**config.mk**
```make
export PLATFORM = sky130hd
export DESIGN_NAME = txn_interleaver
export DESIGN_NICKNAME = d
export VERILOG_FILES = /design/src/rtl/txn_pkg.sv /design/src/rtl/txn_rr_arb.sv /design/src/rtl/txn_busy_trk.sv /design/src/rtl/txn_rsp_steer.sv /design/src/rtl/txn_interleaver.sv
export SDC_FILE = /design/constraint.sdc
export NUM_CORES = 1
export LEC_CHECK = 0
export ABC_AREA = 0
export BUFFER_PORTS_ARGS = -buffer_cell sky130_fd_sc_hd__clkbuf_2
export CAP_MARGIN = 20
export CELL_PAD_IN_SITES_DETAIL_PLACEMENT = 1
export CELL_PAD_IN_SITES_GLOBAL_PLACEMENT = 1
export CORE_AREA = 4 4 178 180
export CTS_BUF_LIST = sky130_fd_sc_hd__clkbuf_8
export DETAILED_ROUTE_END_ITERATION = 12
export DIE_AREA = 0 0 182 184
export PLACE_DENSITY = 0.5
export SYNTH_ARGS = -nofsm -noshare
export SYNTH_HDL_FRONTEND = slang
export SYNTH_SLANG_ARGS = --single-unit
```
**constraint.sdc**
```tcl
create_clock -name clk -period 3.85 [get_ports clk]
set_input_delay 0.1925 -clock clk [delete_from_list [all_inputs] [get_ports clk]]
set_output_delay 0.1925 -clock clk [all_outputs]
set_load 0.05 [all_outputs]
```
**src/rtl/txn_pkg.sv**
```systemverilog
`timescale 1ns/1ps
package txn_pkg;
  localparam int unsigned TXN_DW      = 32;
  localparam int unsigned TXN_MAX_CH  = 16;
  localparam int unsigned TXN_MIN_IDW = 4;

  function automatic int unsigned idx_w(input int unsigned n);
    return (n < 2) ? 1 : $clog2(n);
  endfunction
endpackage

```
**src/rtl/txn_rr_arb.sv**
```systemverilog
`timescale 1ns/1ps
module txn_rr_arb #(
  parameter int unsigned NCH = 4,
  parameter int unsigned CW  = txn_pkg::idx_w(NCH)
) (
  input  logic           clk,
  input  logic           rst_n,
  input  logic [NCH-1:0] elig,
  input  logic           cur_vld,
  input  logic           fire,
  input  logic           last,
  output logic [CW-1:0]  gnt_idx,
  output logic           gnt_act
);
  localparam int unsigned SW = CW + 1;

  logic [CW-1:0] ptr_q, ptr_d;
  logic          ptr_en;
  logic          locked_q, locked_d;
  logic [CW-1:0] lock_idx_q, lock_idx_d;
  logic [CW-1:0] pick;
  logic          found;
  logic [SW-1:0] cand;
  logic          done;

  // rotating search starting at the pointer
  always_comb begin
    pick  = ptr_q;
    found = 1'b0;
    cand  = '0;
    for (int k = 0; k < int'(NCH); k++) begin
      cand = {1'b0, ptr_q} + SW'(k);
      if (cand >= SW'(NCH)) cand = cand - SW'(NCH);
      if (!found && elig[cand[CW-1:0]]) begin
        pick  = cand[CW-1:0];
        found = 1'b1;
      end
    end
  end

  assign gnt_idx = locked_q ? lock_idx_q : pick;
  assign gnt_act = locked_q | found;
  assign done    = fire & last;

  always_comb begin
    locked_d   = done ? 1'b0 : (locked_q | cur_vld);
    lock_idx_d = locked_q ? lock_idx_q : gnt_idx;
    ptr_en     = done;
    ptr_d      = (gnt_idx == CW'(NCH - 1)) ? '0 : gnt_idx + 1'b1;
  end

  always_ff @(posedge clk or negedge rst_n) begin
    if (!rst_n) begin
      ptr_q      <= '0;
      locked_q   <= 1'b0;
      lock_idx_q <= '0;
    end else begin
      locked_q   <= locked_d;
      lock_idx_q <= lock_idx_d;
      if (ptr_en) ptr_q <= ptr_d;
    end
  end

  // a burst word accepted without its last marker keeps the grant
  a_r4_burst_hold: assert property (@(posedge clk) disable iff (!rst_n)
    (fire && !last) |=> (gnt_idx == $past(gnt_idx)));

  // an offered but refused word keeps its channel
  a_r8_req_hold: assert property (@(posedge clk) disable iff (!rst_n)
    (cur_vld && !fire) |=> (gnt_idx == $past(gnt_idx)));
endmodule

```
**src/rtl/txn_busy_trk.sv**
```systemverilog
`timescale 1ns/1ps
module txn_busy_trk #(
  parameter int unsigned NCH = 4,
  parameter int unsigned CW  = txn_pkg::idx_w(NCH)
) (
  input  logic           clk,
  input  logic           rst_n,
  input  logic           set_vld,
  input  logic [CW-1:0]  set_idx,
  input  logic           clr_vld,
  input  logic [CW-1:0]  clr_idx,
  output logic [NCH-1:0] busy
);
  logic [NCH-1:0] busy_q;

  for (genvar i = 0; i < int'(NCH); i++) begin : g_ch
    logic set_i, clr_i, en_i, d_i;
    always_comb begin
      set_i = set_vld && (set_idx == CW'(i));
      clr_i = clr_vld && (clr_idx == CW'(i));
      en_i  = set_i | clr_i;
      d_i   = set_i;
    end
    always_ff @(posedge clk or negedge rst_n) begin
      if (!rst_n)    busy_q[i] <= 1'b0;
      else if (en_i) busy_q[i] <= d_i;
    end
  end

  assign busy = busy_q;

  // a channel already in flight never gets a second transaction
  a_r5_set_idle: assert property (@(posedge clk) disable iff (!rst_n)
    set_vld |-> !busy_q[set_idx]);
endmodule

```
**src/rtl/txn_rsp_steer.sv**
```systemverilog
`timescale 1ns/1ps
module txn_rsp_steer #(
  parameter int unsigned NCH = 4,
  parameter int unsigned IDW = 4,
  parameter int unsigned CW  = txn_pkg::idx_w(NCH)
) (
  input  logic           mem_rsp_valid,
  input  logic [IDW-1:0] mem_rsp_id,
  input  logic [NCH-1:0] ch_rsp_ready,
  output logic [NCH-1:0] ch_rsp_valid,
  output logic           mem_rsp_ready,
  output logic           known
);
  logic [CW-1:0] dst;

  assign known = ({1'b0, mem_rsp_id} < (IDW + 1)'(NCH));
  assign dst   = mem_rsp_id[CW-1:0];

  for (genvar i = 0; i < int'(NCH); i++) begin : g_dst
    assign ch_rsp_valid[i] = mem_rsp_valid && known && (dst == CW'(i));
  end

  assign mem_rsp_ready = known ? ch_rsp_ready[dst] : 1'b1;
endmodule

```
**src/rtl/txn_interleaver.sv**
```systemverilog
`timescale 1ns/1ps
module txn_interleaver #(
  parameter int unsigned NCH = 4,
  parameter int unsigned AW  = 40,
  parameter int unsigned IDW = 4
) (
  input  logic              clk,
  input  logic              rst_n,
  input  logic [NCH-1:0]    ch_req_valid,
  input  logic [NCH-1:0]    ch_req_write,
  input  logic [NCH-1:0]    ch_req_last,
  input  logic [NCH*AW-1:0] ch_req_addr,
  input  logic [NCH*32-1:0] ch_req_wdata,
  output logic [NCH-1:0]    ch_req_ready,
  output logic              mem_req_valid,
  input  logic              mem_req_ready,
  output logic              mem_req_write,
  output logic              mem_req_last,
  output logic [AW-1:0]     mem_req_addr,
  output logic [31:0]       mem_req_wdata,
  output logic [IDW-1:0]    mem_req_id,
  input  logic              mem_rsp_valid,
  output logic              mem_rsp_ready,
  input  logic [IDW-1:0]    mem_rsp_id,
  input  logic [31:0]       mem_rsp_rdata,
  input  logic              mem_rsp_err,
  input  logic              mem_rsp_last,
  output logic [NCH-1:0]    ch_rsp_valid,
  input  logic [NCH-1:0]    ch_rsp_ready,
  output logic [31:0]       ch_rsp_rdata,
  output logic              ch_rsp_err,
  output logic              ch_rsp_last
);
  import txn_pkg::*;
  localparam int unsigned CW = idx_w(NCH);
  localparam int unsigned DW = TXN_DW;

  logic [NCH-1:0] busy, elig;
  logic [CW-1:0]  gnt_idx;
  logic           gnt_act, fire, rsp_known, rsp_done;

  assign elig = ch_req_valid & ~busy;

  txn_rr_arb #(.NCH(NCH), .CW(CW)) u_arb (
    .clk(clk), .rst_n(rst_n), .elig(elig), .cur_vld(mem_req_valid),
    .fire(fire), .last(mem_req_last), .gnt_idx(gnt_idx), .gnt_act(gnt_act)
  );

  // request side: mux the granted channel onto the shared port
  always_comb begin
    mem_req_valid = gnt_act & ch_req_valid[gnt_idx];
    mem_req_write = ch_req_write[gnt_idx];
    mem_req_last  = ch_req_last[gnt_idx];
    mem_req_addr  = ch_req_addr[int'(gnt_idx)*AW +: AW];
    mem_req_wdata = ch_req_wdata[int'(gnt_idx)*DW +: DW];
    mem_req_id    = IDW'(gnt_idx);
  end

  assign fire = mem_req_valid & mem_req_ready;

  for (genvar i = 0; i < int'(NCH); i++) begin : g_rdy
    assign ch_req_ready[i] = gnt_act & mem_req_ready & (gnt_idx == CW'(i));
  end

  // response side
  txn_rsp_steer #(.NCH(NCH), .IDW(IDW), .CW(CW)) u_steer (
    .mem_rsp_valid(mem_rsp_valid), .mem_rsp_id(mem_rsp_id),
    .ch_rsp_ready(ch_rsp_ready), .ch_rsp_valid(ch_rsp_valid),
    .mem_rsp_ready(mem_rsp_ready), .known(rsp_known)
  );

  assign ch_rsp_rdata = mem_rsp_rdata;
  assign ch_rsp_err   = mem_rsp_err;
  assign ch_rsp_last  = mem_rsp_last;
  assign rsp_done     = mem_rsp_valid & mem_rsp_ready & mem_rsp_last & rsp_known;

  txn_busy_trk #(.NCH(NCH), .CW(CW)) u_busy (
    .clk(clk), .rst_n(rst_n),
    .set_vld(fire & mem_req_last), .set_idx(gnt_idx),
    .clr_vld(rsp_done), .clr_idx(mem_rsp_id[CW-1:0]),
    .busy(busy)
  );

  // nothing is offered from a channel still waiting for its response
  a_r5_mask: assert property (@(posedge clk) disable iff (!rst_n)
    mem_req_valid |-> !busy[gnt_idx]);

  // a response word reaches at most one channel
  a_r6_single_dest: assert property (@(posedge clk) disable iff (!rst_n)
    $onehot0(ch_rsp_valid));

  // IDs outside the channel range are drained and go nowhere
  a_r10_stray_drop: assert property (@(posedge clk) disable iff (!rst_n)
    (mem_rsp_valid && ({1'b0, mem_rsp_id} >= (IDW + 1)'(NCH)))
      |-> (mem_rsp_ready && (ch_rsp_valid == '0)));
endmodule

```
==> out/metrics.cfg <==
[routing]
drt-initial-drc-count=131
wl_per_cell_um=16.7
routed-via-count=4855
drc=0
drt-pass1-iter-count=4
routed_wl_mm=20.0
ant_nets=0
post_drt_via_cell_ratio=4.06

[synthesis]
synth-edff-count=0
syn-cell-area_sq_um=3460
synth_cells=463
synth-xor-area-share_pct=0
synth-seq-area-share_pct=6.51
synth_fa_ha_area_share_pct=1.45
synth-simple-area-share_pct=22.0
synthArstFlopShare_pct=100
syn_area_per_cell_sq_um=7.47
muxShareOfSynthArea_pct=23.4
synth_compound_area_share_pct=31.1
synth-seq-cells=9
synth_ff_type=dfrtp_1
synth.distinct_cells=50
synth_top_family_by_area=compound AO/OA/AOI/OAI gates
synth_warnings=0

[cells_and_area]
syn_to_final_growth_pct=64.8
drive_above_1_share_pct=53.6
most-common-layout-cells=clkbuf_2, mux2i_1, a21oi_1
mostFrequentLayoutCell=clkbuf_2
post-route-util_pct=18.9
seq_area_sq_um=225
num_antenna_cells=0
fin_nets=1152
final_area_sq_um=5700
multi_input_area_sq_um=2700
fillers=3792

[timing]
hold_viol_final=0
slew_viol_final=0
tns_ns=0
min_period_over_period_pct=84.7
rsz0062_at_grt=no
setup_viol=0
fmax_mhz=307
slew_headroom_pct=61.5
tightest_slew_ns=0.578
skew_ns=0.00273
min_period_ns=3.26

[clock_network]
cts_setup_buffers=0
post_cts_resized=0
postCtsHoldBufs=1
htreeDepth=1
clock_latency_ns=0.23
clkTransAtPathRegs_ns=0.04
ctsLongestPathBuffers=2
root_buffer=clkbuf_8
cts_buffers=3
cts_sinks=9
tritoncts=yes

[global_routing]
grt_pass1_wl_mm=29.0
grt-ovfl-total=0
met1_usage_pct=12.3
grt.busiest_layer=met2
use_met3_pct=3.09
antenna_found_initial=0
grt_start_max_net_pins=88
grt_usage_pct=10.7
grt_pass1_vias=5171
use_met2_pct=20.0

[placed_design]
place_area_sq_um=5640
io_buffers=399
place_hpwl_mm=17.2
gp_congestion=0.789

[worst_setup_path]
rrSetupSlack_ns=0.93
crit_arrival_ns=3.07
end_kind=primary output
path_cells=or3b_2 -> o2bb2ai_1 -> a211o_2 -> nor2_8 -> inv_6 -> buf_12 -> and2_1 -> a211oi_1 -> a21oi_1 -> clkbuf_2
worst-path-buf-inv=3
cpMaxStageDelayCell=or3b_2
crit_fanout=60
crit_family=buffers and inverters
crit_required_ns=3.66
slowest_delay_ns=0.51
setup.worst_path.class=flop to primary output
start_kind=flop

[floorplanning]
initial_core_util_pct=11.5
fp.dieH_um=184
dieWidth_um=182
pin_count=468
core_area_sq_um=30200
rows=64
dieArea_sq_um=33500

[job]
drv_cap=0

[outcome]
outcome=finished, final reports clean

[worst_hold_path]
min_path_type=input pin to flop

==> per-stage QoR <==
| step | instances | hold WS, ns | setup slack [ns] |
|---|---|---|---|
| finish | 1197 | 0.246 | 0.589 |
| global route | 1197 | 0.254 | 0.400 |
| CTS | 1197 | 0.240 | 0.568 |
| detailed placement | 1192 | 0.0697 | 0.829 |
| global placement | 1192 | 0.0652 | 0.859 |
| floorplan | 464 | -0.103 | 0.928 |
==> cell families (layout without fill, tap and decap cells) <==
logic type / Yosys count / after routing
flip-flops: 9 / 9
buffers and inverters: 85 / 422
AND/OR/NAND/NOR: 123 / 123
AO/OA/AOI/OAI: 163 / 163
adder cells (fa/ha/maj): 4 / 4
multiplexers: 78 / 78
other: 1 / 2
==> synthesized netlist by cell type (5+ instances only) <==
master	number	area, sq um
and2_0	9	56.3
a211oi_1	69	518
buf_6	6	67.6
clkbuf_1	24	90.1
dfrtp_1	9	225
buf_2	7	35.0
a21oi_1	73	365
buf_4	42	315
nor2_1	7	26.3
and2_1	66	413
nand2b_1	5	31.3
nand2_1	10	37.5
and3_1	5	31.3
mux2i_1	74	741
==> sequential cells by signal, indices dropped and copies added (netlist names) <==
register          cells
u_arb.locked_q        1
u_arb.lock_idx_q      2
u_busy.busy           4
u_arb.ptr_q           2
==> cell type report <==
type / count / area share [%]
Sequential cell: 9 / 3.95
Inverter: 5 / 0.417
Clock buffer: 3 / 0.725
Timing Repair Buffer: 413 / 38.7
Clock inverter: 1 / 0.0659
Tap cell: 396 / 8.70
Multi-Input combinational cell: 370 / 47.4
==> layer usage <==
| layer | vias to the layer above | part of all wire [%] |
|---|---|---|
| met3 | 16 | 9.5 |
| met2 | 269 | 51 |
| met4 | 0 | 1.3 |
| li1 | 2349 | - |
| met5 | - | 0 |
| met1 | 2221 | 39 |
==> final timing paths <==
| check | startpoint | end | depth (start not counted) |
|---|---|---|---|
| worst min-delay path | mem_req_ready | u_arb.locked_q | 2 |
| worst min register to register | u_busy.busy[3] | u_busy.busy[3] | 1 |
| min in group asynchronous | rst_n | u_busy.busy[2] | 2 |
| worst max register to register | u_arb.ptr_q[1] | u_arb.ptr_q[1] | 9 |
| worst max-delay path | u_arb.ptr_q[1] | mem_req_addr[23] | 10 |
| max in group asynchronous | rst_n | u_arb.lock_idx_q[0] | 2 |
Power is left out: the tool's default activity adds up to more than one toggle a clock period on the data nets, which glitch-free logic cannot reach.
